==> config.mk <==
export PLATFORM = sky130hd
export DESIGN_NAME = gate_bank
export DESIGN_NICKNAME = d
export VERILOG_FILES = /design/src/rtl/gate_bank_pkg.sv /design/src/rtl/gate_wr_decode.sv /design/src/rtl/gate_state_reg.sv /design/src/rtl/gate_enable_drive.sv /design/src/rtl/gate_read_mux.sv /design/src/rtl/gate_bank.sv
export SDC_FILE = /design/constraint.sdc
export NUM_CORES = 1
export LEC_CHECK = 0
export ABC_AREA = 1
export BUFFER_PORTS_ARGS = -buffer_cell sky130_fd_sc_hd__buf_4
export CAP_MARGIN = 20
export CORE_MARGIN = 3
export CORE_UTILIZATION = 47
export CTS_CLUSTER_SIZE = 20
export DETAILED_ROUTE_END_ITERATION = 8
export HOLD_SLACK_MARGIN = 0.05
export MAX_ROUTING_LAYER = met4
export PLACE_DENSITY = 0.91
export SETUP_SLACK_MARGIN = 0.02
export SYNTH_ARGS = -nofsm -noshare
export SYNTH_HDL_FRONTEND = slang
export SYNTH_SLANG_ARGS = --single-unit
==> constraint.sdc <==
create_clock -name clk -period 1.37 [get_ports clk]
set_input_delay 0.3425 -clock clk [delete_from_list [all_inputs] [get_ports clk]]
set_output_delay 0.3425 -clock clk [all_outputs]
set_load 0.01 [all_outputs]
==> src/rtl/gate_bank_pkg.sv <==
package gate_bank_pkg;
  // kind of access a write port performs in one cycle
  typedef enum logic [1:0] {
    ACC_NONE = 2'd0,
    ACC_SET  = 2'd1,
    ACC_CLR  = 2'd2
  } acc_kind_e;

  function automatic acc_kind_e classify(input logic we, input logic is_set,
                                         input logic is_clr);
    if (!we)    return ACC_NONE;
    if (is_set) return ACC_SET;
    if (is_clr) return ACC_CLR;
    return ACC_NONE;
  endfunction
endpackage

==> src/rtl/gate_wr_decode.sv <==
module gate_wr_decode
  import gate_bank_pkg::*;
#(
  parameter int AW = 4,
  parameter int W  = 32,
  parameter logic [AW-1:0] SET_ADDR = 4'h4,
  parameter logic [AW-1:0] CLR_ADDR = 4'h8
) (
  input  logic          we,
  input  logic [AW-1:0] addr,
  input  logic [W-1:0]  data,
  output logic [W-1:0]  set_m,
  output logic [W-1:0]  clr_m
);
  acc_kind_e kind;

  always_comb begin
    kind  = classify(we, addr == SET_ADDR, addr == CLR_ADDR);
    set_m = '0;
    clr_m = '0;
    case (kind)
      ACC_SET: set_m = data;
      ACC_CLR: clr_m = data;
      default: ;
    endcase
  end

  // a port only ever produces one kind of mask at a time
  always_comb begin
    a_r4_one_kind: assert (!((|set_m) && (|clr_m)));
  end
endmodule

==> src/rtl/gate_state_reg.sv <==
module gate_state_reg #(
  parameter int W = 32
) (
  input  logic         clk,
  input  logic         rst,
  input  logic [W-1:0] set_m,
  input  logic [W-1:0] clr_m,
  output logic [W-1:0] state,
  output logic [W-1:0] state_nx
);
  // clear has priority over set
  always_comb state_nx = (state | set_m) & ~clr_m;

  always_ff @(posedge clk) begin
    if (rst) state <= '1;
    else     state <= state_nx;
  end

  // reset leaves all bits at one
  a_r1_reset_ones: assert property (@(posedge clk) $past(rst) |-> (state == '1));

  // bits set and not cleared are one afterwards
  a_r2_set_bits: assert property (@(posedge clk) disable iff (rst)
    1'b1 |=> ((state & ($past(set_m) & ~$past(clr_m))) == ($past(set_m) & ~$past(clr_m))));

  // cleared bits are zero afterwards, whatever the set mask held
  a_r3_clear_wins: assert property (@(posedge clk) disable iff (rst)
    1'b1 |=> ((state & $past(clr_m)) == '0));

  // untouched bits hold
  a_r4_hold: assert property (@(posedge clk) disable iff (rst)
    1'b1 |=> (((state ^ $past(state)) & ~($past(set_m) | $past(clr_m))) == '0));
endmodule

==> src/rtl/gate_enable_drive.sv <==
module gate_enable_drive #(
  parameter int W = 32,
  parameter logic [W-1:0] POL_MASK = '0
) (
  input  logic         clk,
  input  logic         rst,
  input  logic [W-1:0] state_nx,
  output logic [W-1:0] gate_en
);
  logic [W-1:0] en_nx;

  // per-bit polarity: normal gates invert the bit, inverted gates pass it
  for (genvar i = 0; i < W; i++) begin : g_pol
    if (POL_MASK[i]) begin : g_inv
      assign en_nx[i] = state_nx[i];
    end else begin : g_norm
      assign en_nx[i] = ~state_nx[i];
    end
  end

  always_ff @(posedge clk) begin
    if (rst) gate_en <= POL_MASK;
    else     gate_en <= en_nx;
  end
endmodule

==> src/rtl/gate_read_mux.sv <==
module gate_read_mux #(
  parameter int AW = 4,
  parameter int W  = 32,
  parameter logic [AW-1:0] STA_ADDR = 4'h0
) (
  input  logic [AW-1:0] rd_addr,
  input  logic [W-1:0]  state,
  output logic [W-1:0]  rd_data
);
  always_comb rd_data = (rd_addr == STA_ADDR) ? state : '0;
endmodule

==> src/rtl/gate_bank.sv <==
module gate_bank #(
  parameter int AW     = 4,
  parameter int W      = 32,
  parameter int NPORTS = 2,
  parameter logic [AW-1:0] STA_ADDR = 4'h0,
  parameter logic [AW-1:0] SET_ADDR = 4'h4,
  parameter logic [AW-1:0] CLR_ADDR = 4'h8,
  parameter logic [W-1:0]  POL_MASK = 32'h0000_FFFF
) (
  input  logic                 clk,
  input  logic                 rst,
  input  logic [NPORTS-1:0]    wr_en,
  input  logic [NPORTS*AW-1:0] wr_addr,
  input  logic [NPORTS*W-1:0]  wr_data,
  input  logic [AW-1:0]        rd_addr,
  output logic [W-1:0]         rd_data,
  output logic [W-1:0]         gate_en
);
  logic [W-1:0] set_p [NPORTS];
  logic [W-1:0] clr_p [NPORTS];
  logic [W-1:0] set_all, clr_all, state, state_nx;

  for (genvar p = 0; p < NPORTS; p++) begin : g_port
    gate_wr_decode #(.AW(AW), .W(W), .SET_ADDR(SET_ADDR), .CLR_ADDR(CLR_ADDR)) u_dec (
      .we   (wr_en[p]),
      .addr (wr_addr[p*AW +: AW]),
      .data (wr_data[p*W +: W]),
      .set_m(set_p[p]),
      .clr_m(clr_p[p])
    );
  end

  always_comb begin
    set_all = '0;
    clr_all = '0;
    for (int p = 0; p < NPORTS; p++) begin
      set_all = set_all | set_p[p];
      clr_all = clr_all | clr_p[p];
    end
  end

  gate_state_reg #(.W(W)) u_state (
    .clk(clk), .rst(rst), .set_m(set_all), .clr_m(clr_all),
    .state(state), .state_nx(state_nx)
  );

  gate_enable_drive #(.W(W), .POL_MASK(POL_MASK)) u_en (
    .clk(clk), .rst(rst), .state_nx(state_nx), .gate_en(gate_en)
  );

  gate_read_mux #(.AW(AW), .W(W), .STA_ADDR(STA_ADDR)) u_rd (
    .rd_addr(rd_addr), .state(state), .rd_data(rd_data)
  );

  // enables track status with the per-bit polarity on every cycle
  a_r9_en_tracks: assert property (@(posedge clk) disable iff (rst)
    gate_en == (state ^ ~POL_MASK));
endmodule

# After elaboration in Yosys (flattened, before gate mapping)
# Cells that the tools add are included.
# word_totals
mem_bits_ro	0
ff_bits	64
wordCells	59
mem_bits_rw	0
latchBits	0
out_inout_bits	64
mem_count	0
input_bits	80
# classes
bitwise_logic	21
div	0
eq_ne	8
muxes	27
n_addsub	0
order_cmp	0
n_reduce_logical	1
mul	0
shift	0
# ops
cell	n
32-bit two-way mux	5
32-bit bitwise OR	3
32-bit AND	1
32-bit inverter	1
2-bit two-way mux	12
1-bit inverter	16
1-bit two-way mux	10
4-bit by 3-bit equality test with 1-bit output, second input constant	2
4-bit equality test, second input constant	2
2-bit by 1-bit equality test with 1-bit output, second input constant	2
2-bit equality test, second input constant	2
4-bit logical NOT	1

# Depth between registers and ports, before layout
# logic_depth
word_depth	14
depth_mapped	8
ltp_nobuf	7

# Cells and area by module
# Synthesis repeated with hierarchy kept, for this count alone.
# unflattened
cells_unflattened	730
hier_area_um2	4309.1
# modules_own_cells
mod	seq_area_each_um2	instances	area_per_inst_um2	cells_per_inst
gate_state_reg	640.6	1	1198.6	164
gate_wr_decode	0.0	2	571.8	110
gate_enable_drive	640.6	1	868.3	84
gate_bank	0.0	1	720.7	192
gate_read_mux	0.0	1	377.9	70

# Least setup slack after synthesis
# No wires, ideal clock.
# synth_timing
path_kind	in2out
from	in rd_addr[3]
to	out rd_data[10]
required_ps	1028
path_buffers	1
slack_ps	124
path_stages	4
arrival_time_ps	904
path_cell_list	nor2_1 > nand2_1 > clkbuf_1 > nor2_1
# synth_via
elab_chain_cells	2
# synth_lines
item	line_no	text
from (decl)	gate_bank.sv:15	input logic [AW-1:0] rd_addr,
4-bit logical NOT	gate_read_mux.sv:10	always_comb rd_data = (rd_addr == STA_ADDR) ? state : '0;
32-bit two-way mux	gate_read_mux.sv:10	
to (decl)	gate_bank.sv:16	output logic [W-1:0] rd_data,
# No other way between the ends.

# Worst setup path after layout
# layout_timing
from	in rd_addr[3]
to	out rd_data[30]
# Same word-level chain as after synthesis.

==> flow_metrics.tcl <==
set metrics [dict create \
    ioPinCount 144 \
    synth_area_leaders "dfxtp_1 32%, nand3_1 19%, nand4_1 13%, nand2_1 8.1%, buf_4 6.0%" \
    global_route_usage_over_all_layers 0.2938 \
    status "finished, violations left" \
    place.gp.congestion 0.8359 \
    fp-row-count 28 \
    design.core.area_um2 6061 \
    postCtsSetupRepairBufs 0 \
    setup_violations 32 \
    final-max-slew-violation-count 0 \
    initial_core_util 0.4957 \
    grt_setup_unrepaired "true" \
    pre_cts_slack_ns -0.08289 \
    worstSetupStartpoint "rd_addr[3]" \
    syn_area_per_cell_um2 6.617 \
    grt_pass1_wl_mm 17.23 \
    wl_per_cell_um 17.19 \
    worstMarginPinSlew_ns 0.2153 \
    die_area_um2 7387 \
    wirelength_mm 11.09 \
    max_freq_mhz 700.5 \
    worst_r2r_startpoint "u_state.state[20]$_SDFF_PP1_" \
    cts_tree "yes" \
    post_route_cells_drive_above_1_share 0.3754 \
    detail_route.drc_violations 0 \
    power_leakage_nw 2.256 \
    drt_iter0_drc 461 \
    synth.ff_latch_count 48 \
    reg2reg_setup_slack_ns 0.49 \
    clkSlewWorstSetupHoldPaths_ns 0.11 \
    net_count_of_the_mapped_netlist 534 \
    cts_max_level 2 \
    timing.critical_path.to "rd_data[30]" \
    peak_supply_drop_mv 0.6417 \
    ys_types 14 \
    detailedRoute.firstPassIterationCount 6 \
    yosys.area.top_type "dfxtp_1" \
    design_power_total_w 0.003273 \
    timing.final.crit_share 1.042 \
    clkLatencyLatePin_ns 0.30 \
    timing.final.ws_setup_ns -0.05756 \
    die_w_um 85.95 \
    ys_seq_area_frac 0.3199 \
    report.final.hold_viol_count 0 \
    dp_hpwl_mm 7.483 \
    path_class "input port to primary output" \
    grt_antenna_before_repair 0 \
    timing.max_slew.rel_slack 0.8565 \
    timing.max_cap.violations 0 \
    pin_count_of_the_biggest_net_entering_global_routing 35 \
    worst-endpoint-arrival_ns 1.09 \
    synth_top_area_frac 0.3199 \
    max-clock-path-buffers 2 \
    worst-path-max-fanout 8 \
    crit_path_start_kind "input port" \
    vias_per_cell 5.969 \
    area_of_the_mapped_netlist_um2 3004 \
    final.setup_skew_ns 0.01467 \
    violations "negative setup slack" \
    min-delay-start "rst" \
    synthesis.instances 454 \
    synth.yosys.warnings 0 \
    antenna_cells 0 \
    critical_path.reg2reg.endpoint "u_en.gate_en[20]$_SDFF_PP0_" \
    layoutNonFillerInstCount 645 \
    clk_root_buffer_cell "clkbuf_8" \
    placedCellCount 635 \
    critPathRequiredTime_ns 1.03 \
    die_height_um 85.95 \
    final.min_clock_period_ns 1.428 \
    critPathCaptureType "primary output" \
    grt_pass1_vias 3663 \
    num-nets-final 649 \
    reg2regPathDepth 3 \
    holdCritPathClass "input port to register" \
    tritoncts.num_buffers 5 \
    dr_total_vias 3850 \
    placement.io_buffers 143 \
    power.density_cell_area_nw_per_um2 725.4 \
    gr-total-overflow 0 \
    areaGrowthSynthToFinish_pct 50.19 \
    finalHoldWorstSlack_ns 0.3602 \
    clkSinkCount 48 \
    antenna_left 0 \
]
==> area by class of cell <==
class,instances,area [µm²]
clock buffer,5,68.82
sequential,48,960.9
fill,465,1549
timing repair buffer,164,1475
multi-input combinational,299,1675
tap,75,93.84
clock inverter,3,46.29
inverter,51,191.4
==> registers in the layout, summed over array words and instances, names as in the netlist <==
signal,cells
u_state.state,32
u_en.gate_en,16
==> repair_timing <==
| action | 4_1_cts | 5_1_grt |
|---|---|---|
| gates cloned | 2 | 0 |
| hold buffers | 0 | 0 |
| gates resized for setup | 57 | 26 |
| setup endpoints to repair | 32 | 32 |
| pin swaps | 2 | 1 |
==> kinds of logic after synthesis <==
logic type	count (synthesis)	synth area share
compound gates	16	0.02666
buf+inv	107	0.1833
flops	48	0.3199
simple gates	283	0.4702
==> critical path, cell delays in order <==
cell	delay, ns
buf_6	0.09
nor2_4	0.11
nand2_4	0.12
buf_12	0.19
nor2_4	0.12
buf_6	0.10
==> cell usage after synthesis, drive strengths merged <==
| cell type | number |
|---|---|
| nand3 | 112 |
| inv | 51 |
| dfxtp | 48 |
| nor2 | 40 |
| clkbuf | 10 |
| buf | 46 |
| nand2 | 67 |
| nand4 | 64 |
| a21oi | 16 |
==> per-layer routing <==
metal / vias to the layer above / part of all wire / global-route usage
li1: 1748 / - / -
met1: 1761 / 0.37 / 0.3451
met2: 303 / 0.50 / 0.4954
met3: 38 / 0.11 / 0.05860
met4: 0 / 0.026 / 0.1065
met5: - / 0 / -
==> through the flow <==
stage	instance area (µm²)	utilization	setup TNS, ns
after CTS	4405	0.7269	-0.7153
final	4512	0.7444	-0.9755
after global placement	4068	0.6711	-1.305
after detailed placement	4068	0.6711	-1.689
after global routing	4512	0.7444	-1.955
after floorplan	3004	-	0
==> cell usage in the layout, fill, tap and decap left out, types with 2 or more instances in the layout <==
cell,netlist,final
nand3_1,112,112
dfxtp_1,48,48
nor2_1,34,4
nand4_1,64,64
a21oi_1,16,16
nor2_2,0,10
buf_4,24,129
buf_12,0,11
nor2_4,6,26
inv_2,3,3
clkbuf_8,0,5
nand2_2,2,2
nand2_1,65,64
buf_6,5,23
inv_1,48,48
==> worst min path at each step <==
stage | slack [ns] | cells past startpoint | end
CTS | 0.35 | 2 | u_en.gate_en[16]$_SDFF_PP0_
detailed placement | 0.55 | 3 | u_en.gate_en[21]$_SDFF_PP0_
global placement | 0.54 | 4 | u_state.state[26]$_SDFF_PP1_
floorplan | 0.52 | 3 | u_en.gate_en[20]$_SDFF_PP0_
global route | 0.36 | 2 | u_en.gate_en[31]$_SDFF_PP0_
finish | 0.36 | 2 | u_en.gate_en[16]$_SDFF_PP0_
==> report_power, final <==
part / switching, W / total (W) / internal (W) / leakage [nW]
clock network: 0.000517 / 0.00107 / 0.000551 / 0.0548
registers: 0.0000134 / 0.00144 / 0.00143 / 0.390
logic: 0.000409 / 0.000764 / 0.000355 / 1.81
Power figures use the tool's default switching activity.
